[config.mk]
export PLATFORM = sky130hd
export DESIGN_NAME = hib_wake_ctrl
export DESIGN_NICKNAME = d
export VERILOG_FILES = /design/src/rtl/hib_wake_pkg.sv /design/src/rtl/hib_pin_edge.sv /design/src/rtl/hib_pad_drive.sv /design/src/rtl/hib_wake_ctrl.sv
export SDC_FILE = /design/constraint.sdc
export NUM_CORES = 1
export LEC_CHECK = 0
export CAP_MARGIN = 20
export CORE_ASPECT_RATIO = 0.5
export CORE_UTILIZATION = 32
export DETAILED_ROUTE_END_ITERATION = 12
export PLACE_DENSITY_LB_ADDON = 0.1
export RECOVER_POWER = 50
export SYNTH_ARGS = -nofsm -noshare
export SYNTH_HDL_FRONTEND = slang
export SYNTH_HIERARCHICAL = 1
export SYNTH_SLANG_ARGS = --single-unit
[constraint.sdc]
create_clock -name clk -period 1.75 [get_ports clk]
set_input_delay 0.175 -clock clk [delete_from_list [all_inputs] [get_ports clk]]
set_output_delay 0.175 -clock clk [all_outputs]
set_load 0.02 [all_outputs]
[src/rtl/hib_wake_pkg.sv]
package hib_wake_pkg;

    localparam int HIB_NPIN  = 2;
    localparam int PSEL_W    = 1;
    localparam int REG_W     = 7;
    localparam int SRC_W     = 5;

    localparam int SRC_RTC   = 0;
    localparam int SRC_OSC   = 1;
    localparam int SRC_RISE  = 2;
    localparam int SRC_FALL  = 3;
    localparam int SRC_FLAG  = 4;

    localparam int BIT_REQ   = 5;

    localparam logic [1:0] ADDR_CTRL = 2'd0;
    localparam logic [1:0] ADDR_PCFG = 2'd1;
    localparam logic [1:0] ADDR_CLR  = 2'd2;

    typedef enum logic [1:0] {
        ST_ACTIVE = 2'd0,
        ST_HIB    = 2'd1,
        ST_WAKE   = 2'd2
    } hib_state_e;

    typedef enum logic [1:0] {
        DRV_HIZ = 2'd0,
        DRV_OD  = 2'd1,
        DRV_PP  = 2'd2,
        DRV_RSV = 2'd3
    } drv_mode_e;

    typedef struct packed {
        logic      pol;
        drv_mode_e mode;
    } pin_cfg_t;

    typedef struct packed {
        logic [PSEL_W-1:0] ctrl_pin;
        logic [PSEL_W-1:0] wake_pin;
        logic              fall_en;
        logic              rise_en;
        logic              osc_en;
        logic              rtc_en;
    } wake_cfg_t;

endpackage

[src/rtl/hib_pin_edge.sv]
module hib_pin_edge #(
    parameter int NPIN        = 2,
    parameter int SYNC_STAGES = 2
) (
    input  logic            clk,
    input  logic            rst_n,
    input  logic [NPIN-1:0] pin_i,
    output logic [NPIN-1:0] rise_o,
    output logic [NPIN-1:0] fall_o
);

    localparam int CHAIN_W = SYNC_STAGES + 1;

    for (genvar p = 0; p < NPIN; p++) begin : g_pin
        logic [CHAIN_W-1:0] sh_d, sh_q;

        always_comb begin
            sh_d = {sh_q[CHAIN_W-2:0], pin_i[p]};
        end

        always_ff @(posedge clk or negedge rst_n) begin
            if (!rst_n) sh_q <= '0;
            else        sh_q <= sh_d;
        end

        assign rise_o[p] =  sh_q[CHAIN_W-2] & ~sh_q[CHAIN_W-1];
        assign fall_o[p] = ~sh_q[CHAIN_W-2] &  sh_q[CHAIN_W-1];
    end

endmodule

[src/rtl/hib_pad_drive.sv]
module hib_pad_drive
    import hib_wake_pkg::*;
#(
    parameter int NPIN = HIB_NPIN
) (
    input  pin_cfg_t [NPIN-1:0] cfg_i,
    input  logic [PSEL_W-1:0]   ctrl_sel_i,
    input  logic                reg_on_i,
    output logic [NPIN-1:0]     pad_out_o,
    output logic [NPIN-1:0]     pad_oe_o
);

    for (genvar p = 0; p < NPIN; p++) begin : g_pad
        logic level;

        always_comb begin
            if (ctrl_sel_i == PSEL_W'(p)) level = reg_on_i ? cfg_i[p].pol : ~cfg_i[p].pol;
            else                          level = 1'b0;
            unique case (cfg_i[p].mode)
                DRV_OD: begin
                    pad_out_o[p] = 1'b0;
                    pad_oe_o[p]  = ~level;
                end
                DRV_PP: begin
                    pad_out_o[p] = level;
                    pad_oe_o[p]  = 1'b1;
                end
                default: begin
                    pad_out_o[p] = 1'b0;
                    pad_oe_o[p]  = 1'b0;
                end
            endcase
        end
    end

endmodule

[src/rtl/hib_wake_ctrl.sv]
module hib_wake_ctrl
    import hib_wake_pkg::*;
#(
    parameter int SYNC_STAGES = 2
) (
    input  logic                clk,
    input  logic                rst_n,
    input  logic                reg_we,
    input  logic [1:0]          reg_addr,
    input  logic [REG_W-1:0]    reg_wdata,
    input  logic                rtc_evt,
    input  logic                osc_wdog_evt,
    input  logic                emerg_wake,
    input  logic                core_pwr_ok,
    input  logic [HIB_NPIN-1:0] pin_in,
    output logic [HIB_NPIN-1:0] pin_out,
    output logic [HIB_NPIN-1:0] pin_oe,
    output logic                core_rst_n,
    output logic                in_hib,
    output logic [SRC_W-1:0]    status
);

    localparam int PCFG_W = $bits(pin_cfg_t);

    typedef struct packed {
        hib_state_e                st;
        wake_cfg_t                 cfg;
        pin_cfg_t [HIB_NPIN-1:0]   pcfg;
        logic [SRC_W-1:0]          sts;
    } regs_t;

    localparam pin_cfg_t PCFG0_RST = '{pol: 1'b0, mode: DRV_OD};
    localparam pin_cfg_t PCFGN_RST = '{pol: 1'b0, mode: DRV_HIZ};

    regs_t r_d, r_q;

    logic [HIB_NPIN-1:0] rise_w, fall_w;
    logic                wr_ctrl, wr_pcfg, wr_clr;
    logic [SRC_W-2:0]    src_hit;

    hib_pin_edge #(
        .NPIN        (HIB_NPIN),
        .SYNC_STAGES (SYNC_STAGES)
    ) u_edge (
        .clk    (clk),
        .rst_n  (rst_n),
        .pin_i  (pin_in),
        .rise_o (rise_w),
        .fall_o (fall_w)
    );

    always_comb begin
        wr_ctrl = reg_we && (reg_addr == ADDR_CTRL);
        wr_pcfg = reg_we && (reg_addr == ADDR_PCFG);
        wr_clr  = reg_we && (reg_addr == ADDR_CLR);

        src_hit[SRC_RTC]  = rtc_evt      & r_q.cfg.rtc_en;
        src_hit[SRC_OSC]  = osc_wdog_evt & r_q.cfg.osc_en;
        src_hit[SRC_RISE] = rise_w[r_q.cfg.wake_pin] & r_q.cfg.rise_en;
        src_hit[SRC_FALL] = fall_w[r_q.cfg.wake_pin] & r_q.cfg.fall_en;

        r_d = r_q;

        if (wr_ctrl) begin
            r_d.cfg.rtc_en   = reg_wdata[0];
            r_d.cfg.osc_en   = reg_wdata[1];
            r_d.cfg.rise_en  = reg_wdata[2];
            r_d.cfg.fall_en  = reg_wdata[3];
            r_d.cfg.wake_pin = reg_wdata[4];
            r_d.cfg.ctrl_pin = reg_wdata[6];
        end

        if (wr_pcfg) begin
            for (int p = 0; p < HIB_NPIN; p++) begin
                r_d.pcfg[p] = reg_wdata[p*PCFG_W +: PCFG_W];
            end
        end

        if (wr_clr) r_d.sts = r_q.sts & ~reg_wdata[SRC_W-1:0];

        unique case (r_q.st)
            ST_ACTIVE: begin
                if (wr_ctrl && reg_wdata[BIT_REQ]) r_d.st = ST_HIB;
            end
            ST_HIB: begin
                if ((|src_hit) || emerg_wake) begin
                    r_d.st  = ST_WAKE;
                    r_d.sts = r_d.sts | {1'b1, src_hit};
                end
            end
            ST_WAKE: begin
                if (core_pwr_ok) r_d.st = ST_ACTIVE;
            end
            default: r_d.st = ST_ACTIVE;
        endcase
    end

    always_ff @(posedge clk or negedge rst_n) begin
        if (!rst_n) begin
            r_q.st      <= ST_ACTIVE;
            r_q.cfg     <= '0;
            r_q.pcfg[0] <= PCFG0_RST;
            for (int p = 1; p < HIB_NPIN; p++) r_q.pcfg[p] <= PCFGN_RST;
            r_q.sts     <= '0;
        end else begin
            r_q <= r_d;
        end
    end

    hib_pad_drive #(
        .NPIN (HIB_NPIN)
    ) u_pad (
        .cfg_i      (r_q.pcfg),
        .ctrl_sel_i (r_q.cfg.ctrl_pin),
        .reg_on_i   (r_q.st != ST_HIB),
        .pad_out_o  (pin_out),
        .pad_oe_o   (pin_oe)
    );

    assign in_hib     = (r_q.st == ST_HIB);
    assign core_rst_n = (r_q.st == ST_ACTIVE);
    assign status     = r_q.sts;


    hib_entry_chk: assert property (@(posedge clk) disable iff (!rst_n)
        (!in_hib && core_rst_n && wr_ctrl && reg_wdata[BIT_REQ]) |=> in_hib);


    core_rst_release_chk: assert property (@(posedge clk) disable iff (!rst_n)
        $rose(core_rst_n) |-> $past(core_pwr_ok));


    flag_on_exit_chk: assert property (@(posedge clk) disable iff (!rst_n)
        $fell(in_hib) |-> status[SRC_FLAG]);


    src_only_in_hib_chk: assert property (@(posedge clk) disable iff (!rst_n)
        $rose(status[SRC_RTC]) |-> $past(in_hib));

    for (genvar b = 0; b < SRC_W; b++) begin : g_sticky

        sticky_hold_chk: assert property (@(posedge clk) disable iff (!rst_n)
            (status[b] && !(wr_clr && reg_wdata[b])) |=> status[b]);
    end

    for (genvar p = 0; p < HIB_NPIN; p++) begin : g_od

        od_never_high_chk: assert property (@(posedge clk) disable iff (!rst_n)
            (r_q.pcfg[p].mode == DRV_OD) |-> !pin_out[p]);
    end

endmodule

# Yosys cells after proc, flatten, opt, wreduce, memory -nomap -nowiden

Index checks and enable logic that the tools add are counted.

$lt $le $gt $ge: 1
Divide/modulo/power cells: 0
Muxes and demuxes: 19
Shift operators: 0
Multipliers: 0
Bitwise operators: 19
Reductions and logical operators: 9
Add/subtract/negate cells: 0
Eq/ne operators: 12

Operators with widths:

| operator                                                                 | number |
|---|---|
| 5-bit 2-to-1 mux                                                         | 3 |
| 1-bit 2-to-1 mux                                                         | 10 |
| 1-bit AND                                                                | 8 |
| 2-bit by 1-bit equality test with 1-bit output (second input constant)   | 4 |
| 2-bit equality test (second input constant)                              | 4 |
| 1-bit NOT                                                                | 8 |
| 2-bit 2-to-1 mux                                                         | 3 |
| 2-bit by 1-bit inequality test with 1-bit output (second input constant) | 3 |
| 2-bit one-hot mux with 3 select lines                                    | 1 |
| 5-bit AND                                                                | 1 |
| 5-bit NOT                                                                | 1 |
| 5-bit OR                                                                 | 1 |
| 1-bit logical AND                                                        | 4 |
| 2-bit zero test                                                          | 2 |
| 1-bit one-hot mux with 2 select lines                                    | 2 |
| 4-bit OR reduction                                                       | 1 |
| 3-bit AND reduction                                                      | 1 |
| 1-bit by 2-bit < comparator with 1-bit output (second input constant)    | 1 |
| 2-bit inequality test (second input constant)                            | 1 |
| 1-bit logical OR                                                         | 1 |

Register bits after elaboration: 25
Memories kept: 0
Logic and storage cells: 74
Output and inout port bits: 11
Latch bits: 0
Input bits: 18
Bits in writable memories: 0
ROM bits: 0

# Logic depth before layout (Yosys ltp)

Depth after elaboration: 9
Gate-level depth with buffers: 5
Mapped depth without buffers: 4

# Hierarchy

The synthesis kept the hierarchy.

Modules (own cells, without submodules):

| module        | area each (µm²) | times used | cells each | sequential area each (µm²) |
|---|---|---|---|---|
| hib_wake_ctrl | 838.3           | 1          | 60         | 476.7 |
| hib_pin_edge  | 185.2           | 1          | 10         | 150.1 |
| hib_pad_drive | 130.1           | 1          | 18         | 0.0 |

# Worst setup path after synthesis

Ideal clock, no wire load.

Path type: reg2out
Start point: register r_q[18] (netlist name)
End point: output port pin_oe[1]
Data required time: 1575 ps
Data arrival time: 1553 ps
Path slack: 22 ps
Buffers on the path: 1
Stages on the path, launching flop included: 6
Path through: dfrtp_1 > nor2b_1 > buf_2 > inv_1 > xnor2_1 > a311oi_1

Cells in the longest elaborated chain, start to end: 5

RTL lines:

| item                                             | line                 | source |
|---|---|---|
| start: declaration                               | hib_wake_ctrl.sv:35  | `regs_t r_d, r_q;` |
| start signal: assignment                         | hib_wake_ctrl.sv:106 | `r_q <= r_d;` |
| 2-bit by 1-bit inequality test with 1-bit output | hib_wake_ctrl.sv:115 | `.reg_on_i (r_q.st != ST_HIB),` |
| 1-bit 2-to-1 mux (2 in a row)                    | hib_pad_drive.sv:17  | `if (ctrl_sel_i == PSEL_W'(p)) level = reg_on_i ? cfg_i[p].pol : ~cfg_i[p].pol;` |
| 1-bit NOT                                        | hib_pad_drive.sv:22  | `pad_oe_o[p] = ~level;` |
| 1-bit one-hot mux with 2 select lines            | hib_pad_drive.sv:19  | `unique case (cfg_i[p].mode)` |
| end: declaration                                 | hib_wake_ctrl.sv:17  | `output logic [HIB_NPIN-1:0] pin_oe,` |

No other way between the ends.

# Worst setup path in the final report

Start point: register r_q[18] (netlist name)
End point: output port pin_out[0]

Cells in the longest elaborated chain, start to end: 4

RTL lines:

| item                                             | line                 | source |
|---|---|---|
| 2-bit by 1-bit inequality test with 1-bit output | hib_wake_ctrl.sv:115 |  |
| 1-bit 2-to-1 mux (2 in a row)                    | hib_pad_drive.sv:17  |  |
| 1-bit 2-to-1 mux                                 | hib_pad_drive.sv:19  |  |
| end: declaration                                 | hib_wake_ctrl.sv:16  | `output logic [HIB_NPIN-1:0] pin_out,` |

No other way between the ends.

==> results_dict.tcl <==
set metrics [dict create \
    cap_violations 0 \
    grt_pass1_vias 725 \
    powerDensity_mw_per_mm2 963.0 \
    gp_congestion 0.6657 \
    area_delta_synth_final_pct 33.84 \
    num-nets-final 143 \
    fin_ws_ns 0.09384 \
    drive_gt1_share_pct 32.50 \
    drc 0 \
    drtAntennaViolNets 0 \
    netlist_area_mm2 0.001154 \
    dieHeight_um 44.46 \
    grt_max_degree 26 \
    yosysWarnings 6 \
    cp-end-kind "output port" \
    slew_headroom_pct 58.45 \
    synth_nets 110 \
    overflow 0 \
    cp.arrival_ns 1.48 \
    cts_hold_buf 0 \
    fin_setup_tns_ns 0 \
    port-buffer-count 28 \
    post_dp_cell_area_mm2 0.001496 \
    ys_seq_area_share_pct 54.34 \
    numCtsBuffers 3 \
    wl_per_cell_um 12.87 \
    cts-root-buf "clkbuf_8" \
    hpwlAfterDp_um 1646 \
    die_x_um 86.91 \
    crit_fanout 3 \
    critPathKind "flop to output port" \
    min_path_type "flop to flop" \
    cpLargestDelayFamily "flip-flops" \
    cpPeakStageDelay_ns 0.39 \
    drt_pass1_iterations 4 \
    antenna_found_initial 0 \
    cp_slowest_cell "dfrtp_1" \
    start_kind "flop" \
    ys_seq_elements 25 \
    cts_tree "yes" \
    cp.depth 5 \
    io_pins 29 \
    vias_per_cell 4.524 \
    critical_path_buf_inv_count 2 \
    via_count 760 \
    rr_startpoint "u_edge/g_pin[0].sh_q[1]" \
    fin_area_mm2 0.001544 \
    cts.sinks 25 \
    synthCells 88 \
    worst-r2r-setup-slack_ns 0.30 \
    finalSetupViolCount 0 \
    status "completed" \
    grt_usage_pct 12.85 \
    vdd_drop_max_v 0.0004423 \
    path_clk_slew_ns 0.09 \
    timing.rr.end "status[4]" \
    worstHoldStart "u_edge/g_pin[0].sh_q[0]" \
    hold_viol 0 \
    layout_commonest_cell "dfrtp_1" \
    whs_path_depth 0 \
    fin_crit_sh_pct 94.64 \
    drt_iter0_markers 5 \
    leakage_nw 0.6917 \
    clkLatencyLatePin_ns 0.26 \
    htreeDepth 1 \
    clockBufferDepth 2 \
    syn_area_per_cell_um2 13.11 \
    coreArea_mm2 0.003206 \
    period_needed_ns 1.656 \
    worst_pin_slew_ns 0.6233 \
    required_ns 1.57 \
    final_cell_mix "dfrtp_1, clkdlybuf4s50_1, mux2_2" \
    totalWireLength_um 2162 \
    pre_cts_slack_ns -0.08756 \
    initial_utilization_pct 35.99 \
    max_freq_mhz 603.8 \
    crit_chain "nor2b_2 > inv_2 > xnor2_2 > and3b_1 > clkdlybuf4s15_2" \
    fp-row-count 14 \
    drv_slew 0 \
    finClkSkew_ns 0.007018 \
    die-area_mm2 0.003864 \
    reg2reg_depth 4 \
    grt_pass1_wl_um 3698 \
    min_to "u_edge/g_pin[0].sh_q[1]" \
    yosysUniqueCellTypes 25 \
    diodes 0 \
]
-- sequential cells by signal (all words and copies together), names as in the netlist --
name and cells:
r_q 14, status 5, u_edge/g_pin.sh_q 6
-- worst reg2reg max path, stage by stage, from the launching register on --
cell       delay [ns]
dfrtp_1          0.39
and2b_2          0.19
mux2_4           0.28
a221oi_2         0.36
o2bb2ai_1        0.12
-- kinds of logic (layout without fill, tap and decap cells) --
kind of cell / count (synthesis) / in the layout / share of synthesized area [%]
xor gates and xnor gates: 2 / 2 / 1.519
muxes: 14 / 14 / 13.99
AOI/OAI and AO/OA: 11 / 11 / 9.220
adders and majority gates: 4 / 4 / 4.339
DFF: 25 / 25 / 54.34
buffers and inverters: 12 / 44 / 5.640
and+or+nand+nor: 20 / 20 / 10.96
-- power by group --
| group | leakage, nW | switching [mW] | internal (mW) |
|---|---|---|---|
| sequential | 0.303 | 0.0638 | 0.671 |
| clock | 0.0228 | 0.172 | 0.163 |
| combinational | 0.366 | 0.185 | 0.232 |
| total | 0.692 | 0.421 | 1.07 |
-- how the worst max path moves through the flow --
| stage | endpoint | slack, ns | from |
|---|---|---|---|
| CTS | pin_out[1] | -0.01 | r_q[18] |
| finish | pin_out[0] | 0.09 | r_q[18] |
| detailed placement | pin_oe[1] | -0.09 | r_q[18] |
| global route | pin_out[0] | -0.003 | r_q[18] |
| floorplan | pin_oe[1] | 0.02 | r_q[18] |
| global placement | pin_oe[1] | -0.06 | r_q[18] |
-- layout make-up --
type / instances / area (µm²)
Fill cell: 306 / 1662
Clock buffer: 4 / 45.04
Sequential cell: 25 / 626.9
Tap cell: 48 / 60.06
Timing Repair Buffer: 34 / 310.3
Multi-Input combinational cell: 51 / 479.2
Inverter: 6 / 22.52
-- per-stage QoR --
step                util (%)  hold slack, ns  power [mW]  instances
global placement       46.68          0.3374       1.173        164
global route           48.17          0.3601       1.585        168
detailed placement     46.68          0.3379       1.180        164
CTS                    47.81          0.2755       1.507        168
finish                 48.17          0.3534       1.487        168
floorplan                  -         -0.1206       1.010         88
-- repair_timing --
action / 4_1_cts / 5_1_grt
buffers inserted: 0 / 0
endpoints found under the setup margin: 5 / 5
resized for setup: 17 / 6
pin swaps: 0 / 0
cloned: 0 / 0
-- synthesized netlist by cell type --
cell       count  area, µm²
a221o_1        1      10.01
nand2b_1       1      6.260
inv_1          6      22.52
buf_4          5      37.54
a32o_1         5      50.05
dfstp_2        1      26.28
dfrtp_1       24      600.6
and3b_1        2      17.52
and2b_2        4      35.03
o22ai_1        1      6.260
mux2_2        13      146.4
o2bb2ai_1      1      8.760
and3_2         1      7.510
nor2_1         4      15.01
nor2b_1        1      6.260
nor3b_2        1      12.51
nand2_1        5      18.77
a311oi_1       1      8.760
xnor2_1        2      17.52
nand3b_1       1      7.510
mux2_4         1      15.01
a211oi_1       1      7.510
ha_1           4      50.05
buf_2          1      5.000
a221oi_2       1      15.01
-- routing by layer --
metal | track usage (%) | share of wire, % | wire [µm] | vias up
li1 | - | - | - | 370
met1 | 18.79 | 53 | 1154 | 377
met2 | 19.06 | 42 | 913 | 13
met3 | 3.918 | 4.3 | 94 | 0
met4 | 2.000 | 0 | 0 | 0
met5 | 0 | 0 | 0 | -
No activity file was read; power rests on OpenSTA's default activity.
